===== src/rtl/ocmp_pkg.sv =====
package ocmp_pkg;

  localparam int MODE_W = 4;

  typedef enum logic [MODE_W-1:0] {
    M_OFF    = 4'b0000,
    M_TOGGLE = 4'b0010,
    M_SET    = 4'b1000,
    M_CLR    = 4'b1001,
    M_SWI    = 4'b1010,
    M_EVT    = 4'b1011
  } mode_e;

  function automatic logic mode_active(input logic [MODE_W-1:0] m);
    case (m)
      M_TOGGLE, M_SET, M_CLR, M_SWI, M_EVT: mode_active = 1'b1;
      default:                              mode_active = 1'b0;
    endcase
  endfunction

endpackage


===== src/rtl/ocmp_detect.sv =====
module ocmp_detect #(
  parameter int TW   = 16,
  parameter int NTMR = 2,
  localparam int SW  = $clog2(NTMR)
) (
  input  logic               clk,
  input  logic               rst_n,
  input  logic               cmp_we,
  input  logic [TW-1:0]      cmp_wdata,
  input  logic [SW-1:0]      tmr_sel,
  input  logic [NTMR*TW-1:0] tmr_cnt,
  output logic               match_rise
);

  logic [TW-1:0] cmp_q;
  logic [TW-1:0] cnt_arr [NTMR];
  logic [TW-1:0] cnt_sel;
  logic          match_now;
  logic          match_q;

  for (genvar g = 0; g < NTMR; g++) begin : g_split
    assign cnt_arr[g] = tmr_cnt[g*TW +: TW];
  end

  assign cnt_sel    = cnt_arr[tmr_sel];
  assign match_now  = (cmp_q == cnt_sel);
  assign match_rise = match_now && !match_q;

  always_ff @(posedge clk) begin
    if (!rst_n) begin
      cmp_q   <= '0;
      match_q <= 1'b0;
    end else begin
      if (cmp_we) cmp_q <= cmp_wdata;
      match_q <= match_now;
    end
  end

  AST_ONE_SHOT: assert property (@(posedge clk) disable iff (!rst_n)
    match_rise |=> !match_rise);

  AST_HELD_MATCH_QUIET: assert property (@(posedge clk) disable iff (!rst_n)
    (match_now && !cmp_we && $stable(tmr_sel)) |=> ($stable(cnt_sel) -> !match_rise));

endmodule


===== src/rtl/ocmp_action.sv =====
module ocmp_action
  import ocmp_pkg::*;
#(
  parameter int NTMR = 2,
  localparam int SW  = $clog2(NTMR)
) (
  input  logic              clk,
  input  logic              rst_n,
  input  logic              mode_we,
  input  logic [MODE_W-1:0] mode_wdata,
  input  logic              match_rise,
  input  logic [SW-1:0]     tmr_sel,
  input  logic              adc_en,
  input  logic              irq_clr,
  output logic              latch_q,
  output logic              irq_q,
  output logic [NTMR-1:0]   tmr_rst,
  output logic              adc_start
);

  logic [MODE_W-1:0] mode_q;
  logic              fire;
  logic              evt_fire;
  logic              latch_d;

  assign fire     = match_rise && mode_active(mode_q);
  assign evt_fire = fire && (mode_q == M_EVT);

  always_comb begin
    latch_d = latch_q;
    if (fire) begin
      case (mode_q)
        M_SET:    latch_d = 1'b1;
        M_CLR:    latch_d = 1'b0;
        M_TOGGLE: latch_d = !latch_q;
        default:  latch_d = latch_q;
      endcase
    end
    if (mode_we && (mode_wdata == M_OFF)) latch_d = 1'b0;
  end

  always_ff @(posedge clk) begin
    if (!rst_n) begin
      mode_q    <= M_OFF;
      latch_q   <= 1'b0;
      irq_q     <= 1'b0;
      adc_start <= 1'b0;
    end else begin
      if (mode_we) mode_q <= mode_wdata;
      latch_q <= latch_d;
      if (fire)         irq_q <= 1'b1;
      else if (irq_clr) irq_q <= 1'b0;
      adc_start <= evt_fire && adc_en;
    end
  end

  for (genvar g = 0; g < NTMR; g++) begin : g_rst
    always_ff @(posedge clk) begin
      if (!rst_n) tmr_rst[g] <= 1'b0;
      else        tmr_rst[g] <= evt_fire && (tmr_sel == SW'(g));
    end
  end

  AST_OFF_FORCES_LOW: assert property (@(posedge clk) disable iff (!rst_n)
    (mode_we && (mode_wdata == M_OFF)) |=> !latch_q);

  AST_SWI_PIN_HOLD: assert property (@(posedge clk) disable iff (!rst_n)
    (mode_q == M_SWI && !mode_we) |=> $stable(latch_q));

  AST_EVT_PIN_HOLD: assert property (@(posedge clk) disable iff (!rst_n)
    (mode_q == M_EVT && !mode_we) |=> $stable(latch_q));

  AST_RST_ONEHOT: assert property (@(posedge clk) disable iff (!rst_n)
    $onehot0(tmr_rst));

  AST_RST_SINGLE_CYCLE: assert property (@(posedge clk) disable iff (!rst_n)
    (|tmr_rst) |=> !(|tmr_rst));

  AST_ADC_WITH_TRIG: assert property (@(posedge clk) disable iff (!rst_n)
    adc_start |-> (|tmr_rst));

  AST_IRQ_WITH_TRIG: assert property (@(posedge clk) disable iff (!rst_n)
    (|tmr_rst) |-> irq_q);

endmodule


===== src/rtl/ocmp_channel.sv =====
module ocmp_channel
  import ocmp_pkg::*;
#(
  parameter int TW   = 16,
  parameter int NTMR = 2,
  localparam int SW  = $clog2(NTMR)
) (
  input  logic               clk,
  input  logic               rst_n,
  input  logic               cmp_we,
  input  logic [TW-1:0]      cmp_wdata,
  input  logic               mode_we,
  input  logic [MODE_W-1:0]  mode_wdata,
  input  logic [SW-1:0]      tmr_sel,
  input  logic [NTMR*TW-1:0] tmr_cnt,
  input  logic               adc_en,
  input  logic               irq_clr,
  input  logic               pin_dir,
  output logic [NTMR-1:0]    tmr_rst,
  output logic               adc_start,
  output logic               irq_flag,
  output logic               pin_out,
  output logic               pin_oe
);

  logic match_rise;
  logic latch_q;

  ocmp_detect #(.TW(TW), .NTMR(NTMR)) u_detect (
    .clk        (clk),
    .rst_n      (rst_n),
    .cmp_we     (cmp_we),
    .cmp_wdata  (cmp_wdata),
    .tmr_sel    (tmr_sel),
    .tmr_cnt    (tmr_cnt),
    .match_rise (match_rise)
  );

  ocmp_action #(.NTMR(NTMR)) u_action (
    .clk        (clk),
    .rst_n      (rst_n),
    .mode_we    (mode_we),
    .mode_wdata (mode_wdata),
    .match_rise (match_rise),
    .tmr_sel    (tmr_sel),
    .adc_en     (adc_en),
    .irq_clr    (irq_clr),
    .latch_q    (latch_q),
    .irq_q      (irq_flag),
    .tmr_rst    (tmr_rst),
    .adc_start  (adc_start)
  );

  assign pin_oe  = pin_dir;
  assign pin_out = pin_dir && latch_q;

  AST_PIN_QUIET_WHEN_OFF: assert property (@(posedge clk) disable iff (!rst_n)
    !pin_oe |-> !pin_out);

endmodule


===== config.mk =====
export PLATFORM = sky130hd
export DESIGN_NAME = ocmp_channel
export DESIGN_NICKNAME = d
export VERILOG_FILES = /design/src/rtl/ocmp_pkg.sv /design/src/rtl/ocmp_detect.sv /design/src/rtl/ocmp_action.sv /design/src/rtl/ocmp_channel.sv
export SDC_FILE = /design/constraint.sdc
export NUM_CORES = 1
export LEC_CHECK = 0
export ABC_AREA = 1
export BUFFER_PORTS_ARGS = -buffer_cell sky130_fd_sc_hd__buf_2
export CORE_UTILIZATION = 48
export DETAILED_ROUTE_END_ITERATION = 12
export GPL_ROUTABILITY_DRIVEN = 0
export HOLD_SLACK_MARGIN = 0.02
export PLACE_DENSITY = 0.9
export SYNTH_ARGS = -nofsm -noshare
export SYNTH_HDL_FRONTEND = slang
export SYNTH_SLANG_ARGS = --single-unit

===== constraint.sdc =====
create_clock -name clk -period 1.7 [get_ports clk]
set_clock_uncertainty 0.2 [all_clocks]
set_input_delay 0.34 -clock clk [delete_from_list [all_inputs] [get_ports clk]]
set_output_delay 0.34 -clock clk [all_outputs]
set_load 0.02 [all_outputs]

* After elaboration in Yosys (flattened, before gate mapping)
Index checks and enable logic that the tools add are counted.
** Storage, ports and cells
- Flip-flop bits (word level) :: 26
- Bits in latches :: 0
- RAM bits :: 0
- Memory bits (read-only) :: 0
- Output and inout port bits :: 6
- Memories kept :: 0
** Cells by class
- $add $sub $neg :: 0
- $mul :: 0
- Div/mod/pow operators :: 0
- $lt $le $gt $ge :: 1
- Eq/ne operators :: 6
- Shift operators :: 0
- Mux-type cells :: 7
- Bitwise gates (word level) :: 3
- Reductions and logical operators :: 16
** Operator list (count)
- 16-bit two-way mux :: 3
- 16-bit equality test :: 1
- 4-bit equality test, second input constant :: 4
- 1-bit logical AND :: 8
- 5-bit OR reduction :: 1
- 4-bit by 2-bit equality test with 1-bit output, second input constant :: 1
- 4-bit logical NOT :: 1
- 1-bit two-way mux :: 3
- 1-bit case mux with 3 select lines :: 1
- 3-bit nonzero test :: 1
- 2-bit >= comparator, second input constant :: 1
- 1-bit logical NOT :: 2
- 1-bit NOT :: 2
- 1-bit NOT with 2-bit output :: 1
- 2-bit AND reduction :: 1
- 2-bit nonzero test :: 1
- 2-bit OR reduction :: 1

* Depth between registers and ports, before layout
- Word-level depth :: 9
- Mapped depth :: 14
- Gate-level depth less buffers :: 13

* By module
A second synthesis with hierarchy kept.
** Second synthesis, totals
- Cells, all modules :: 266
- Area, all modules :: 1582.8 um^2
** Modules (own cells, without submodules)
- ocmp_detect :: instances 1, cells an instance 206, area an instance 1159.9 um^2, seq. area each 340.3 um^2
- ocmp_action :: instances 1, cells an instance 57, area an instance 407.9 um^2, seq. area each 180.2 um^2
- ocmp_channel :: instances 1, cells an instance 3, area an instance 15.0 um^2, seq. area each 0.0 um^2

* Worst setup path after synthesis
Ideal clock, no wire load.
- Path type :: input port to flip-flop
- From :: input port tmr_sel
- To :: register u_action.latch_q
- Data arrival time :: 1.326 ns
- Data required time :: 1.387 ns
- Setup slack :: 0.061 ns
- Stages :: 12
- Path buffers :: 2
- Cell sequence :: buf_6 buf_12 nand2_2 nand3_1 nand2_1 nand2_1 nor2_1 nand2_1 nor2_2 nand4_1 nand2_1 nor2_1
** On the way
- Word-level cells in the longest chain between the ends :: 8
** Ends and longest elaborated chain
- start: declaration :: RTL line ocmp_channel.sv:14 : input logic [SW-1:0] tmr_sel,
- 1-bit NOT with 2-bit output (implied by the code) :: RTL line ocmp_detect.sv:25 : assign cnt_sel = cnt_arr[tmr_sel];
- 16-bit two-way mux (implied by the code) (3 in a row) :: RTL line ocmp_detect.sv:25
- 16-bit equality test :: RTL line ocmp_detect.sv:26 : assign match_now = (cmp_q == cnt_sel);
- 1-bit logical AND :: RTL line ocmp_detect.sv:27 : assign match_rise = match_now && !match_q;
- 1-bit logical AND :: RTL line ocmp_action.sv:26 : assign fire = match_rise && mode_active(mode_q);
- 2-bit AND reduction (no line)
- end signal: assignment :: RTL line ocmp_action.sv:50 : latch_q <= latch_d;
- end: declaration :: RTL line ocmp_action.sv:15 : output logic latch_q,
Every way passes these cells. The select of a mux whose other input is x is not followed.
A chain may end at the register's enable or synchronous reset.

* Worst setup path in the final report
Same ends and word-level chain as after synthesis.

==> out/results.tsv <==
stage	metric	value	unit
setup_path	Worst R2R End	u_action.latch_q$_SDFFE_PP0P_	
detailed_routing	routed via count	1877	
synthesis	total number of yosys warnings	0	
setup_path	reg-to-reg startpoint	u_action.mode_q[3]$_SDFFE_PN0P_	
synthesis	mux cell area share after synthesis	0	
floorplanning	Die Wd	61.1	um
global_routing	first-pass GRT wire length	6400	um
setup_path	critical path data arrival time	1.55	ns
synthesis	Syn Area/Cell	5.92	um^2
final_layout	Area Overhead vs Synth	26.8	%
power_and_ir_drop	P_leak	1.19	nW
clocking	CTS Sinks	26	
detailed_routing	DRC	0	
clocking	Clock Latency Late Sink	0.32	ns
synthesis	sequential share of the synthesized area	0.310	
power_and_ir_drop	Power Dens Cells	682	nW/um^2
floorplanning	Die ar.	3730	um^2
clocking	# Post-CTS Setup Buffers	0	
synthesis	syn_nets	343	
timing	Relative slew margins	0.769	
outcome	outcome	complete, no violations	
setup_path	FF-to-FF path depth	7	
setup_path	Crit Path Category	primary input to register	
floorplanning	Core Box Area	3340	um^2
final_layout	most common cell after layout, fill and taps aside	nand2_1	
setup_path	r2r setup slk	0.18	ns
timing	final cycle utilization of the critical path	0.895	
power_and_ir_drop	Worst VDD drop	0.447	mV
timing	Achievable Freq	0.657	GHz
timing	setup violators final	0	
global_routing	largest net degree at the start of global routing	33	
global_routing	initial antenna violation count	0	
setup_path	Worst setup EP type	register	
clocking	Clock Path Buffers	2	
floorplanning	io pins	66	
floorplanning	Initial Util	0.502	
synthesis	Synth Instances	283	
clocking	H-tree level count	1	
timing	Hold Violations, Final	0	
final_layout	final core utilization	0.637	
clocking	Post-CTS Resized	0	
place	port buffer count	65	
timing	crit path time final	1.52	ns
global_routing	all-layer global routing usage	0.223	
final_layout	# nets final	413	
synthesis	Post-Synth XOR/XNOR Area	0	
timing	RSZ-0062 raised after global routing	false	
global_routing	vias in the first global route	1616	
final_layout	share of layout cells above drive strength 1	0.270	
synthesis	Post-Synth Adder-Cell Area	0	
final_layout	# diodes	0	
hold_path	Worst Hold Launch	mode_wdata[3]	
synthesis	fraction of the mapped netlist area in simple logic gates	0.413	
detailed_routing	drt initial violations	40	
synthesis	flops & latches, synth	26	
power_and_ir_drop	overall power	1.45	mW
detailed_routing	WL final	3920	um
synthesis	synthesized area	1680	um^2
synthesis	compound-cell area share of the yosys netlist	0.143	
final_layout	Layout fillers	311	
detailed_routing	vias per cell	4.72	
detailed_routing	post-route ant nets	0	
final_layout	commonest non-fill, non-tap cells in the layout	98 x nand2_1, 65 x buf_2, 40 x inv_1	
setup_path	Crit path required time	1.73	ns
floorplanning	std cell rows	21	
setup_path	crit start category	primary input	
place	post-detail-place hpwl	3180	um
clocking	CTS tree	built	
synthesis	Distinct cells, synth	21	
hold_path	worst hold stages	3	
setup_path	crit path max fanout	12	
detailed_routing	drt wl/cell	9.85	um
timing	max-slew violation count	0	
job	Max Cap Viol	0	
global_routing	grt total ovfl	0	
hold_path	Worst Hold Class	primary input to register	
clocking	Clk pin slew, worst setup/hold paths	0.14	ns
clocking	CTS Buf Count	3	
synthesis	largest family of logic cells by synthesized area	simple AND/OR/NAND/NOR gates	
clocking	Root Buffer	clkbuf_4	
timing	Worst-Margin Slew	0.343	ns
hold_path	Worst Hold End	u_action.mode_q[3]$_SDFFE_PN0P_	
detailed_routing	Pre-Repair DR Iteration Count	4	
floorplanning	die height	61.1	um
critical path, cell delays in order:
cell and delay, ns:
buf_2 0.12, inv_2 0.07, buf_12 0.13, nand2_1 0.07, nand2_1 0.07, nand2_2 0.06
nand2_1 0.07, nand2_1 0.05, nor2_1 0.10, nand2_1 0.09, nor2_2 0.15, nand4_1 0.09
nand2_1 0.08, nor2_1 0.04
synth_stat cells, drive strengths merged:
cell type / instances / area share
nor2: 22 / 0.054
nor3: 2 / 0.0060
o31ai: 1 / 0.0045
inv: 41 / 0.092
nand3: 27 / 0.087
dfxtp: 26 / 0.31
clkbuf: 5 / 0.011
o21ai: 22 / 0.066
nand4: 1 / 0.0037
nand2: 108 / 0.26
nor4: 1 / 0.0037
a21oi: 23 / 0.073
buf: 4 / 0.030
worst max-delay path by stage:
stage / start / endpoint / cells after the start
2_1_floorplan: tmr_sel / u_action.latch_q$_SDFFE_PP0P_ / 12
6_report: tmr_sel / u_action.latch_q$_SDFFE_PP0P_ / 14
3_3_place_gp: tmr_sel / u_action.latch_q$_SDFFE_PP0P_ / 15
5_1_grt: tmr_sel / u_action.tmr_rst[0]$_SDFF_PN0_ / 14
3_5_place_dp: tmr_sel / u_action.latch_q$_SDFFE_PP0P_ / 14
4_1_cts: u_action.mode_q[3]$_SDFFE_PN0P_ / u_action.latch_q$_SDFFE_PP0P_ / 7
state kept, by name (all words and copies together) (netlist names):
name	cells
u_detect.cmp_q	16
u_action.irq_q	1
u_action.latch_q	1
u_action.adc_start	1
u_action.tmr_rst	2
u_detect.match_q	1
u_action.mode_q	4
timing repair:
action / CTS / global route
endpoints found under the hold margin: 1 / 0
hold buffers: 1 / 0
setup endpoints to repair: 0 / 0
cells by family (layout without fill, tap and decap cells):
kind of cell           count (synthesis)  count (layout)
AOI/OAI and AO/OA                     46              46
buffers and inverters                 50             119
and+or+nand+nor                      161             161
DFF                                   26              26
routing by layer:
layer	part of all wire	global-route usage
met1	0.46	0.275
met2	0.51	0.427
met3	0.025	0.0126
met4	0.0043	0.0455
met5	0	0
cell type report:
| type | instances | area [um^2] | area share |
|---|---|---|---|
| Clock buffer | 3 | 22.5 | 0.0106 |
| Clock inverter | 1 | 30.0 | 0.0141 |
| Inverter | 41 | 154 | 0.0724 |
| Multi-Input combinational cell | 207 | 933 | 0.439 |
| Sequential cell | 26 | 520 | 0.245 |
| Tap cell | 46 | 57.6 | 0.0271 |
| Timing Repair Buffer | 74 | 408 | 0.192 |
power breakdown:
| group | leakage (nW) | internal [mW] | total [mW] | switching [mW] |
|---|---|---|---|---|
| Combinational | 0.944 | 0.154 | 0.362 | 0.208 |
| Sequential | 0.215 | 0.643 | 0.662 | 0.0193 |
| Clock | 0.0279 | 0.238 | 0.426 | 0.188 |
| Total | 1.19 | 1.04 | 1.45 | 0.415 |
through the flow:
| stage | worst slack (ns) | hold WS [ns] | TNS [ns] | instance area, um^2 | cells |
|---|---|---|---|---|---|
| CTS | 0.189 | 0.0658 | 0 | 2130 | 398 |
| floorplan | 0.0613 | 0.249 | 0 | 1680 | 283 |
| global route | 0.00543 | 0.0660 | 0 | 2130 | 398 |
| detailed placement | -0.161 | 0.263 | -0.594 | 2060 | 393 |
| finish | 0.178 | 0.0668 | 0 | 2130 | 398 |
| global placement | -0.108 | 0.258 | -0.381 | 2060 | 393 |
Power figures use the tool's default switching activity.
